$ cat config.mk
export PLATFORM = sky130hd
export DESIGN_NAME = pwrdn_ctrl
export DESIGN_NICKNAME = d
export VERILOG_FILES = /design/src/rtl/pwrdn_pkg.sv /design/src/rtl/pwrdn_wake_qual.sv /design/src/rtl/pwrdn_settle_timer.sv /design/src/rtl/pwrdn_ctrl.sv
export SDC_FILE = /design/constraint.sdc
export NUM_CORES = 1
export LEC_CHECK = 0
export ABC_CLOCK_PERIOD_IN_PS = 4550
export BUFFER_PORTS_ARGS = -buffer_cell sky130_fd_sc_hd__buf_2
export CORE_MARGIN = 2
export CORE_UTILIZATION = 55
export DETAILED_ROUTE_END_ITERATION = 8
export GPL_TIMING_DRIVEN = 0
export HOLD_SLACK_MARGIN = 0.15
export PLACE_DENSITY = 0.85
export SYNTH_ARGS = -nofsm -noshare
export SYNTH_HDL_FRONTEND = slang
export SYNTH_SLANG_ARGS = --single-unit
$ cat constraint.sdc
create_clock -name clk -period 4.55 [get_ports clk]
set_input_delay 0.455 -clock clk [delete_from_list [all_inputs] [get_ports clk]]
set_output_delay 0.455 -clock clk [all_outputs]
set_load 0.05 [all_outputs]
$ cat src/rtl/pwrdn_pkg.sv
package pwrdn_pkg;

    localparam int SEL_W   = 3;
    localparam int N_CODES = 1 << SEL_W;

    typedef enum logic [2:0] {
        PD_RUN      = 3'd0,
        PD_STANDBY  = 3'd1,
        PD_SETTLE   = 3'd2,
        PD_RST_HOLD = 3'd3,
        PD_HW_STBY  = 3'd4
    } pd_state_t;

    typedef struct packed {
        pd_state_t st;
        logic      iexc;
        logic      rexc;
    } pd_fsm_t;

endpackage

$ cat src/rtl/pwrdn_wake_qual.sv
module pwrdn_wake_qual #(
    parameter int N_IRQ = 3
) (
    input  logic             nmi,
    input  logic [N_IRQ-1:0] irq,
    input  logic [N_IRQ-1:0] irq_en,
    input  logic             cpu_mask,
    output logic             wake
);
    logic [N_IRQ-1:0] qual;

    // Each request line is gated by its own enable and the CPU mask.
    for (genvar g = 0; g < N_IRQ; g++) begin : g_line
        assign qual[g] = irq[g] & irq_en[g] & ~cpu_mask;
    end

    // NMI is never masked.
    assign wake = nmi | (|qual);

endmodule

$ cat src/rtl/pwrdn_settle_timer.sv
module pwrdn_settle_timer
    import pwrdn_pkg::*;
#(
    parameter int BASE_LOG2  = 13,
    parameter int SHORT_LOG2 = 9
) (
    input  logic             clk,
    input  logic             arst_n,
    input  logic             start,
    input  logic             run,
    input  logic             tick,
    input  logic [SEL_W-1:0] sel,
    output logic             done
);
    localparam int LONG_CODES = 6;
    localparam int LIM_W      = BASE_LOG2 + LONG_CODES - 1;

    typedef struct packed {
        logic [LIM_W-1:0] cnt;
        logic [LIM_W-1:0] lim;
    } tmr_t;

    logic [LIM_W-1:0] lim_tab [N_CODES];
    tmr_t             tmr_d, tmr_q;

    // Terminal value minus one for each code: long range doubles from the base,
    // the two top codes select the short range.
    for (genvar g = 0; g < N_CODES; g++) begin : g_lim
        if (g < LONG_CODES) begin : g_long
            assign lim_tab[g] = LIM_W'((64'd1 << (BASE_LOG2 + g)) - 64'd1);
        end else begin : g_short
            assign lim_tab[g] = LIM_W'((64'd1 << (SHORT_LOG2 + g - LONG_CODES)) - 64'd1);
        end
    end

    assign done = run & tick & (tmr_q.cnt == tmr_q.lim);

    always_comb begin
        tmr_d = tmr_q;
        if (start) begin
            tmr_d.cnt = '0;
            tmr_d.lim = lim_tab[sel];
        end else if (run && tick && !done) begin
            tmr_d.cnt = tmr_q.cnt + 1'b1;
        end
    end

    always_ff @(posedge clk or negedge arst_n) begin
        if (!arst_n) begin
            tmr_q <= '0;
        end else begin
            tmr_q <= tmr_d;
        end
    end

endmodule

$ cat src/rtl/pwrdn_ctrl.sv
module pwrdn_ctrl
    import pwrdn_pkg::*;
#(
    parameter int N_IRQ      = 3,
    parameter int BASE_LOG2  = 13,
    parameter int SHORT_LOG2 = 9
) (
    input  logic             clk,
    input  logic             arst_n,
    input  logic             ref_tick,
    input  logic             sleep_req,
    input  logic             stby_sel,
    input  logic [SEL_W-1:0] settle_sel,
    input  logic             nmi,
    input  logic [N_IRQ-1:0] irq,
    input  logic [N_IRQ-1:0] irq_en,
    input  logic             cpu_mask,
    input  logic             res_n,
    input  logic             hwstby_n,
    output logic             osc_en,
    output logic             clk_en,
    output logic             periph_rst,
    output logic             irq_exc_start,
    output logic             rst_exc_start
);
    pd_fsm_t   fsm_d, fsm_q;
    pd_state_t state_q;
    logic      wake;
    logic      settle_done;
    logic      settle_start;
    logic      settle_run;

    assign state_q = fsm_q.st;

    pwrdn_wake_qual #(.N_IRQ(N_IRQ)) u_wake (
        .nmi      (nmi),
        .irq      (irq),
        .irq_en   (irq_en),
        .cpu_mask (cpu_mask),
        .wake     (wake)
    );

    assign settle_start = (fsm_q.st == PD_STANDBY) && (fsm_d.st == PD_SETTLE);
    assign settle_run   = (fsm_q.st == PD_SETTLE);

    pwrdn_settle_timer #(
        .BASE_LOG2  (BASE_LOG2),
        .SHORT_LOG2 (SHORT_LOG2)
    ) u_timer (
        .clk    (clk),
        .arst_n (arst_n),
        .start  (settle_start),
        .run    (settle_run),
        .tick   (ref_tick),
        .sel    (settle_sel),
        .done   (settle_done)
    );

    // Priority: hardware standby pin, then reset pin, then normal sequencing.
    always_comb begin
        fsm_d      = fsm_q;
        fsm_d.iexc = 1'b0;
        fsm_d.rexc = 1'b0;
        if (!hwstby_n) begin
            fsm_d.st = PD_HW_STBY;
        end else if (fsm_q.st == PD_HW_STBY) begin
            if (!res_n) begin
                fsm_d.st = PD_RST_HOLD;
            end
        end else if (!res_n) begin
            fsm_d.st = PD_RST_HOLD;
        end else begin
            unique case (fsm_q.st)
                PD_RUN: begin
                    if (sleep_req && stby_sel) begin
                        fsm_d.st = PD_STANDBY;
                    end
                end
                PD_STANDBY: begin
                    if (wake) begin
                        fsm_d.st = PD_SETTLE;
                    end
                end
                PD_SETTLE: begin
                    if (settle_done) begin
                        fsm_d.st   = PD_RUN;
                        fsm_d.iexc = 1'b1;
                    end
                end
                PD_RST_HOLD: begin
                    fsm_d.st   = PD_RUN;
                    fsm_d.rexc = 1'b1;
                end
                default: begin
                    fsm_d.st = PD_RUN;
                end
            endcase
        end
    end

    always_ff @(posedge clk or negedge arst_n) begin
        if (!arst_n) begin
            fsm_q <= '{st: PD_RUN, iexc: 1'b0, rexc: 1'b0};
        end else begin
            fsm_q <= fsm_d;
        end
    end

    always_comb begin
        unique case (fsm_q.st)
            PD_RUN:      {osc_en, clk_en, periph_rst} = 3'b110;
            PD_SETTLE:   {osc_en, clk_en, periph_rst} = 3'b101;
            PD_RST_HOLD: {osc_en, clk_en, periph_rst} = 3'b111;
            default:     {osc_en, clk_en, periph_rst} = 3'b001;
        endcase
    end

    assign irq_exc_start = fsm_q.iexc;
    assign rst_exc_start = fsm_q.rexc;

endmodule

==> results.md, run 1 <==
* Final setup viols at 0
* Setup Fix Bufs, Post-CTS at 0
* Drt pass-1 iters at 4
* Global-route wire length before repair at 7.05 mm
* Root buffer cell: clkbuf_4
* Worst VDD drop at 0.000211 V
* Syn avg cell area at 9.22 sq um
* Sequential area share after synthesis at 41.6%
* Worst Setup Path Type: flop to flop
* Max Cap Viol at 0
* Critical R2R Capture: u_timer.tmr_q[20]
* Post-DP HPWL at 2.92 mm
* Antenna diode count at 0
* Setup TNS at 0 ps
* Total number of vias at 1,658
* P_leak at 0.917 nW
* RSZ-0062 raised after global routing: no
* TritonCTS Buffers at 5
* DRC at 0
* Multi-input logic area at 963 sq um
* R2R depth at 8
* CORE AREA at 3280 sq um
* Period Utilization, post-route at 47.8%
* CTS tree: yes
* Routed Antenna Nets at 0
* Grt total ovfl at 0
* Mapped Area at 1860 sq um
* CP endpoint kind: flop
* Post-DR vias/cell at 5.99
* Register area at 776 sq um
* Clk slew on worst S/H paths at 100 ps
* Post-DP Area at 2030 sq um
* First DRT Iteration DRCs at 70
* Final hold vios at 0
* Min Hold Slack at 143 ps
* I/O pins at 23
* Starting Density at 56.7%
* Post-CTS Hold Fix Bufs at 0
* H-tree depth at 2
* Fin util at 63.5%
* Layout cells sized above 1 at 22.1%
* Initial antenna violation count at 0
* # rows at 21
* Clock tree buffer depth at 2
* Die Footprint at 3870 sq um
* Worst slew margin at 54.6%
* Die height at 62.2 um
* WL met3 at 253 um
* Gp weighted congestion at 0.933
* Design Area, Final at 2090 sq um
* Number of distinct library cells after synthesis at 44
* Syn Nets at 223
* Final Skew at 11.6 ps
* Die X at 62.2 um
* Synth Register Bits at 31
* WL final at 3.99 mm
* Share of flip-flops with an asynchronous set or reset at 100%
* Status: finished, final reports clean
* Minimum clock period at 2170 ps
* Met2 WL at 1.95 mm
* Power, Total at 0.626 mW
* Element type at the critical path start: flop
* Final-report max-slew violation count at 0
* Worst min-delay path class: primary input to asynchronous set/reset pin
* Setup crit end: u_timer.tmr_q[20]
* Critical Path Fanout Max at 10
* Highest metal used: met4
* WL met1 at 1.73 mm
* Routed WL per cell at 14.4 um
* Clk sinks at 31
* CP required at 4780 ps
* Launch point of the worst path: u_timer.tmr_q[28]
* Synth Warn # at 0
* P&R area growth vs syn at 12.0%
* GRT Total Usage at 23.1%
* Power Density at 300 nW/um^2
* Largest net degree at the start of global routing at 32
* Minimum setup slack among reg-to-reg paths at 2380 ps
* Syn Inst Count at 202
* Worst-skew pair later-pin latency at 340 ps
* Filler instances at 285
* Least-Margin Pin Slew at 682 ps
* Main flop type after synthesis: dfrtp_1
* Final nets at 252
* Critical R2R Launch: u_timer.tmr_q[28]
* Port bufs at 22
* Post-cts sizing count at 0
* Post-synth EDFFs at 0
* Worst Path Arrival at 2410 ps
* Vias in the first global route at 1,530
* Fmax achieved at 460 MHz
-- logic make-up (layout without fill, tap and decap cells) --
group	count (synthesis)	in the layout	share of synthesized area (%)
compound gates	53	53	19.7
xor+xnor	7	7	3.29
fa+ha+maj	3	3	2.01
buf+inv	18	47	6.65
flops	31	31	41.6
mux	1	1	0.537
simple gates	89	89	26.1
-- routing by layer --
| layer | vias to the layer above | GRT usage [%] |
|---|---|---|
| met4 | 0 | 9.44 |
| met3 | 6 | 5.25 |
| met1 | 772 | 30.6 |
| met2 | 54 | 36.8 |
| li1 | 826 | - |
| met5 | - | 0 |
-- per-stage QoR --
stage	std cells	setup WS, ps
final	277	2380
after global routing	277	2210
after CTS	277	2360
after detailed placement	270	2390
after global placement	270	2390
after floorplan	202	2580
-- final cells by class --
class | count | share of cell area (%)
multi-input combinational | 153 | 46.2
clock inverter | 1 | 0.240
tap | 46 | 2.76
sequential | 31 | 37.2
clock buffer | 6 | 2.46
buffer | 10 | 4.50
timing repair buffer | 22 | 5.28
inverter | 8 | 1.44
-- placed cells by master (no fill, tap or decap), types with 2 or more instances in the layout --
cell type	instances
and3_1	2
o211ai_1	4
a22oi_1	2
o31ai_1	3
nand4_1	9
o31a_1	3
and2_1	2
o21ai_0	10
ha_1	3
a2111oi_0	2
nor2_1	6
nand3_1	15
nand2_1	21
buf_2	25
or3_1	12
a21oi_2	4
dfrtp_1	31
o21a_1	2
clkbuf_4	5
or4_1	5
buf_4	3
buf_12	2
o21ai_2	4
nor3_1	7
a21oi_1	11
inv_1	8
xor2_1	7
nor4_1	4
-- how the worst min path moves through the flow --
stage,depth (start not counted),startpoint,to
after global routing,1,arst_n,state_q[0]
after CTS,1,arst_n,state_q[0]
after detailed placement,2,u_timer.tmr_q[16],u_timer.tmr_q[16]
final,1,arst_n,state_q[0]
after global placement,2,u_timer.tmr_q[16],u_timer.tmr_q[16]
after floorplan,0,arst_n,irq_exc_start
-- registers in the layout, summed over array words and instances, names as in the netlist --
signal and cells:
state_q 3, u_timer.tmr_q 26, rst_exc_start 1, irq_exc_start 1
-- critical path: stages, from the launching register on --
cell and delay (ps):
dfrtp_1 470, or4_1 520, a22oi_1 260, and4_1 240
buf_6 140, buf_12 120, buf_12 130, o211ai_1 100
o31ai_1 90
-- power by group --
group / internal, mW / switching [mW] / total [mW]
Combinational: 0.0551 / 0.0695 / 0.125
Sequential: 0.303 / 0.0343 / 0.338
Clock: 0.0715 / 0.0928 / 0.164
-- synth_stat cells, drive strengths merged (2+ instances only) --
library cell  number  area share [%]
nand2             22             4.6
a22oi              2            0.81
and3               2            0.67
nor2               6             1.2
or3               12             4.0
a211oi             2             1.1
a21oi             15             4.8
o21ai             14             4.6
o31ai              3             1.2
a2111oi            2            0.94
or4                5             2.0
ha                 3             2.0
nand3             15             4.0
o211ai             4             1.6
xor2               7             3.3
nor3               7             1.9
inv                8             1.6
and2               2            0.67
nor4               4             1.3
nand4              9             3.0
dfrtp             31              42
buf                9             4.8
o31a               3             1.4
o21a               2            0.81
(Power assumes the default switching activity.)
==> run 2: changes to the inputs <==
--- a/config.mk
+++ b/config.mk
@@ -5,14 +5,14 @@
 export SDC_FILE = /design/constraint.sdc
 export NUM_CORES = 1
 export LEC_CHECK = 0
-export ABC_CLOCK_PERIOD_IN_PS = 4550
+export ABC_CLOCK_PERIOD_IN_PS = 1800
 export BUFFER_PORTS_ARGS = -buffer_cell sky130_fd_sc_hd__buf_2
 export CORE_MARGIN = 2
-export CORE_UTILIZATION = 55
+export CORE_UTILIZATION = 52
 export DETAILED_ROUTE_END_ITERATION = 8
 export GPL_TIMING_DRIVEN = 0
 export HOLD_SLACK_MARGIN = 0.15
-export PLACE_DENSITY = 0.85
+export PLACE_DENSITY = 0.84
 export SYNTH_ARGS = -nofsm -noshare
 export SYNTH_HDL_FRONTEND = slang
 export SYNTH_SLANG_ARGS = --single-unit
==> constraint.sdc (replaced) <==
create_clock -name clk -period 1.8 [get_ports clk]
set_input_delay 0.18 -clock clk [delete_from_list [all_inputs] [get_ports clk]]
set_output_delay 0.18 -clock clk [all_outputs]
set_load 0.05 [all_outputs]
==> results.md, run 2 (synthesized netlist as in run 1, its figures left out) <==
* Status: finished with violations
* Violated checks: setup timing
* Sw Pwr at 0.638 mW
* RSZ-0062 raised after global routing: yes
* Fin util at 79.1%
* GRT Total Usage at 29.0%
* Least-Margin Pin Slew at 726 ps
* Max reg flops at 26
* Global-route wire length before repair at 9.07 mm
* Die height at 63.9 um
* Max incr delay on CP at 500 ps
* Cell-internal power at 1.23 mW
* Sequential share of power at 47.1%
* Worst slew margin at 51.6%
* Antenna diode count at 0
* # rows at 21
* Die X at 63.9 um
* Minimum clock period at 2100 ps
* WL met1 at 2.36 mm
* Worst min-delay path class: primary input to flop
* Highest metal used: met5
* Final hold vios at 0
* First DRT Iteration DRCs at 157
* Port bufs at 22
* Slowest-stage cell, CP: dfrtp_1
* Post-route setup slack at -302 ps
* P_leak at 1.14 nW
* Hold path startpoint: nmi
* Worst Setup Path Type: flop to flop
* Clock tree buffer depth at 2
* Fmax achieved at 476 MHz
* WL final at 6.81 mm
* Layout cells sized above 1 at 43.5%
* CTS tree: yes
* Hold Path End: state_q[0]
* Final Skew at 18.2 ps
* Switching part of the total at 34.2%
* Largest net degree at the start of global routing at 32
* Routed Antenna Nets at 0
* Initial antenna violation count at 1
* Met2 WL at 3.38 mm
* H-tree depth at 2
* Final-report max-slew violation count at 0
* Final nets at 282
* Filler instances at 163
* Grt total ovfl at 0
* I/O pins at 23
* Placed insts at 270
* Most frequent cells in the layout: dfrtp_1, buf_2, nand2_1
* Final Non-Filler Cells at 308
* Buf+Inv Stages, Crit Path at 3
* Critical R2R Capture: u_timer.tmr_q[35]
* R2R depth at 8
* Clk slew on worst S/H paths at 110 ps
* Worst VDD drop at 0.000549 V
* Cell mode on critical path: buf_6
* Clock Power Share at 26.8%
* Total number of vias at 2,090
* Drt pass-1 iters at 5
* Critical Path Fanout Max at 7
* Gp weighted congestion at 0.847
* Max Cap Viol at 0
* Power Density at 695 nW/um^2
* DRC at 0
* Post-DR vias/cell at 6.79
* CP delay by family, top: simple AND/OR/NAND/NOR gates
* Hold path cells at 3
* Worst-skew pair later-pin latency at 360 ps
* Clk sinks at 31
* CP required at 2050 ps
* Vias in the first global route at 1,903
* Min Hold Slack at 190 ps
* Cells along the critical path: xor2_1 -> nor4_1 -> and4_1 -> buf_6 -> buf_12 -> buf_6 -> or3_1 -> a21oi_1
* WL met3 at 731 um
* Setup TNS at -4750 ps
* Minimum setup slack among reg-to-reg paths at -300 ps
* Most flops, register: u_timer.tmr_q
* CP endpoint kind: flop
* Final setup viols at 21
* Period Utilization, post-route at 117%
* Routed WL per cell at 22.1 um
* Die Footprint at 4080 sq um
* Gate power share at 26.1%
* Critical R2R Launch: u_timer.tmr_q[27]
* Element type at the critical path start: flop
* CORE AREA at 3390 sq um
* Root buffer cell: clkbuf_4
* Starting Density at 55.0%
* TritonCTS Buffers at 5
* P&R area growth vs syn at 43.9%
* Worst Path Arrival at 2350 ps
* Most common cell after layout, fill and taps aside: dfrtp_1
* Post-DP HPWL at 3.09 mm
run 2: power by group through the flow:
| stage | registers (mW) | logic, mW | clock network, mW |
|---|---|---|---|
| 2_1_floorplan | 0.840 | 0.233 | 0 |
| 3_3_place_gp | 0.860 | 0.307 | 0 |
| 3_5_place_dp | 0.863 | 0.318 | 0 |
| 4_1_cts | 0.852 | 0.393 | 0.486 |
| 5_1_grt | 0.883 | 0.522 | 0.519 |
| 6_report | 0.878 | 0.486 | 0.500 |
run 2: repair_timing:
item | CTS | global route
cloned | 1 | 2
setup endpoints to repair | 27 | 28
pin swaps | 14 | 18
hold buffers | 9 | 0
hold endpoints to repair | 38 | 0
setup buffers | 11 | 8
resized for setup | 26 | 48
run 2: area by class of cell:
| type | instances | area, sq um | area share, % |
|---|---|---|---|
| inverters | 8 | 30.0 | 1.12 |
| clock buffers | 8 | 68.8 | 2.57 |
| flip-flops and latches | 31 | 783 | 29.2 |
| multi-input cells | 153 | 1200 | 44.9 |
| plain buffers | 10 | 134 | 5.00 |
| well taps | 46 | 57.6 | 2.15 |
| repair buffers | 52 | 403 | 15.0 |
run 2: per-stage QoR:
step,cell area (sq um),power [mW],setup WS (ps)
2_1_floorplan,1890,1.07,-113
3_3_place_gp,2060,1.17,-230
3_5_place_dp,2060,1.18,-313
4_1_cts,2430,1.73,-262
5_1_grt,2680,1.92,-399
6_report,2680,1.86,-302
run 2: worst max path at each step:
stage / start / end / slack (ps) / cells after the start
3_3_place_gp: u_timer.tmr_q[28] / u_timer.tmr_q[34] / -230 / 8
3_5_place_dp: u_timer.tmr_q[28] / u_timer.tmr_q[18] / -310 / 8
4_1_cts: u_timer.tmr_q[23] / u_timer.tmr_q[18] / -260 / 8
2_1_floorplan: u_timer.tmr_q[23] / u_timer.tmr_q[20] / -110 / 8
6_report: u_timer.tmr_q[27] / u_timer.tmr_q[35] / -300 / 8
5_1_grt: u_timer.tmr_q[23] / u_timer.tmr_q[28] / -400 / 8
run 2: worst min-delay path: cells and delay by family:
kind	cells	cell delay (ps)
buffers and inverters	1	120
AND/OR/NAND/NOR	1	120
AO/OA/AOI/OAI	1	100
run 2: metal layers:
layer	up-vias	GRT usage (%)
met2	172	46.9
met5	-	0
met1	1001	36.4
met3	38	6.87
li1	877	-
met4	2	14.1
==> run 3: changes to the inputs <==
--- a/config.mk
+++ b/config.mk
@@ -7,12 +7,14 @@
 export LEC_CHECK = 0
 export ABC_CLOCK_PERIOD_IN_PS = 1800
 export BUFFER_PORTS_ARGS = -buffer_cell sky130_fd_sc_hd__buf_2
+export CELL_PAD_IN_SITES_DETAIL_PLACEMENT = 1
+export CELL_PAD_IN_SITES_GLOBAL_PLACEMENT = 1
 export CORE_MARGIN = 2
-export CORE_UTILIZATION = 52
+export CORE_UTILIZATION = 40
 export DETAILED_ROUTE_END_ITERATION = 8
 export GPL_TIMING_DRIVEN = 0
 export HOLD_SLACK_MARGIN = 0.15
-export PLACE_DENSITY = 0.84
+export PLACE_DENSITY = 0.85
 export SYNTH_ARGS = -nofsm -noshare
 export SYNTH_HDL_FRONTEND = slang
 export SYNTH_SLANG_ARGS = --single-unit
==> results.md, run 3 (synthesized netlist as in run 1, its figures left out) <==
* Status: finished with violations
* Violated checks: setup timing
* Final hold vios at 0
* Layout cells sized above 1 at 44.3%
* Routed WL per cell at 22.2 um
* Worst-skew pair later-pin latency at 290 ps
* Worst Setup Path Type: flop to flop
* Hold Path End: state_q[0]
* Clock tree buffer depth at 2
* Vias in the first global route at 1,928
* Placed insts at 276
* First DRT Iteration DRCs at 187
* Element type at the critical path start: flop
* Starting Density at 42.2%
* Pre-CTS WS at -373 ps
* I/O pins at 23
* RSZ-0062 raised after global routing: yes
* Grt total ovfl at 0
* CP endpoint kind: flop
* R2R depth at 8
* GRT met2 Usage at 42.7%
* Antenna diode count at 0
* Worst slew margin at 52.2%
* Post-DP HPWL at 3.54 mm
* Clk slew on worst S/H paths at 70 ps
* Least-Margin Pin Slew at 716 ps
* Die X at 72.2 um
* DRC at 0
* Hold path startpoint: stby_sel
* Total number of vias at 1,931
* Hold path cells at 3
* Met1 usage at 30.2%
* Minimum clock period at 2140 ps
* Critical R2R Capture: u_timer.tmr_q[33]
* CTS tree: yes
* Worst VDD drop at 0.000511 V
* Critical Path Fanout Max at 11
* # rows at 24
* Met3 Use GR at 4.58%
* Largest net degree at the start of global routing at 32
* Fin util at 60.0%
* Post-DR vias/cell at 6.29
* Final nets at 277
* Fmax achieved at 466 MHz
* Critical R2R Launch: u_timer.tmr_q[25]
* Port bufs at 22
* Final setup viols at 22
* Power Density at 720 nW/um^2
* P_leak at 1.13 nW
* Max reg flops at 26
* Die height at 72.2 um
* Clk sinks at 31
* TritonCTS Buffers at 5
* Worst min-delay path class: primary input to flop
* CP required at 2020 ps
* Routed Antenna Nets at 0
* Die Footprint at 5220 sq um
* Minimum setup slack among reg-to-reg paths at -340 ps
* Root buffer cell: clkbuf_8
* P&R area growth vs syn at 42.2%
* WL final at 6.82 mm
* Setup TNS at -5350 ps
* Max Cap Viol at 0
* Drt pass-1 iters at 4
* Final Non-Filler Cells at 307
* Most flops, register: u_timer.tmr_q
* Period Utilization, post-route at 119%
* Gp weighted congestion at 0.783
* Global-route wire length before repair at 9.62 mm
* Most frequent cells in the layout: dfrtp_1, buf_2, buf_4
* Global route hottest layer: met2
* Final Skew at 5.85 ps
* Most common cell after layout, fill and taps aside: dfrtp_1
* CORE AREA at 4410 sq um
* GRT Total Usage at 24.4%
* H-tree depth at 2
* Post-route setup slack at -344 ps
* Worst Path Arrival at 2360 ps
* Final-report max-slew violation count at 0
* Initial antenna violation count at 0
## run 3: area by class of cell
class,instances,area (sq um)
Multi-Input combinational cell,153,1200
Timing Repair Buffer,48,367
Sequential cell,31,785
Clock buffer,6,72.6
Fill cell,483,1770
Inverter,8,30.0
Tap cell,52,65.1
Buffer,9,126
## run 3: timing repair
action,CTS,global route
hold endpoints to repair,33,0
pin swaps,7,12
endpoints found under the setup margin,27,27
hold buffers,3,0
resized for setup,39,36
cloned,1,2
setup buffers,14,7
## run 3: worst max path at each step
| stage | start | to | slack, ps | depth (start not counted) |
|---|---|---|---|---|
| 6_report | u_timer.tmr_q[25] | u_timer.tmr_q[33] | -340 | 8 |
| 5_1_grt | u_timer.tmr_q[25] | u_timer.tmr_q[33] | -380 | 8 |
| 4_1_cts | u_timer.tmr_q[28] | u_timer.tmr_q[20] | -250 | 8 |
| 3_5_place_dp | u_timer.tmr_q[28] | u_timer.tmr_q[23] | -370 | 7 |
| 3_3_place_gp | u_timer.tmr_q[28] | u_timer.tmr_q[20] | -330 | 8 |
| 2_1_floorplan | u_timer.tmr_q[23] | u_timer.tmr_q[20] | -110 | 8 |
## run 3: worst max-delay path, stage by stage (launching register included)
cell	delay [ps]
dfrtp_1	410
or4_4	540
a211oi_2	250
and4_1	240
buf_6	150
buf_12	140
clkbuf_16	150
o21ai_2	70
a21oi_2	120
## run 3: per-stage QoR
step,hold slack [ps],total power [mW],cell area (sq um)
2_1_floorplan,-116,1.07,1890
3_3_place_gp,266,1.18,2070
3_5_place_dp,277,1.20,2070
4_1_cts,157,1.81,2460
5_1_grt,170,1.99,2650
6_report,169,1.91,2650
## run 3: where the power goes
| part | switching [mW] | internal (mW) |
|---|---|---|
| sequential | 0.112 | 0.770 |
| clock | 0.257 | 0.257 |
| combinational | 0.265 | 0.245 |
| total | 0.634 | 1.27 |
## run 3: routing by layer
metal / wire length, um / vias to the layer above
met5: 0 / -
met4: 159 / 0
met3: 285 / 14
li1: - / 870
met1: 2980 / 983
met2: 3390 / 64
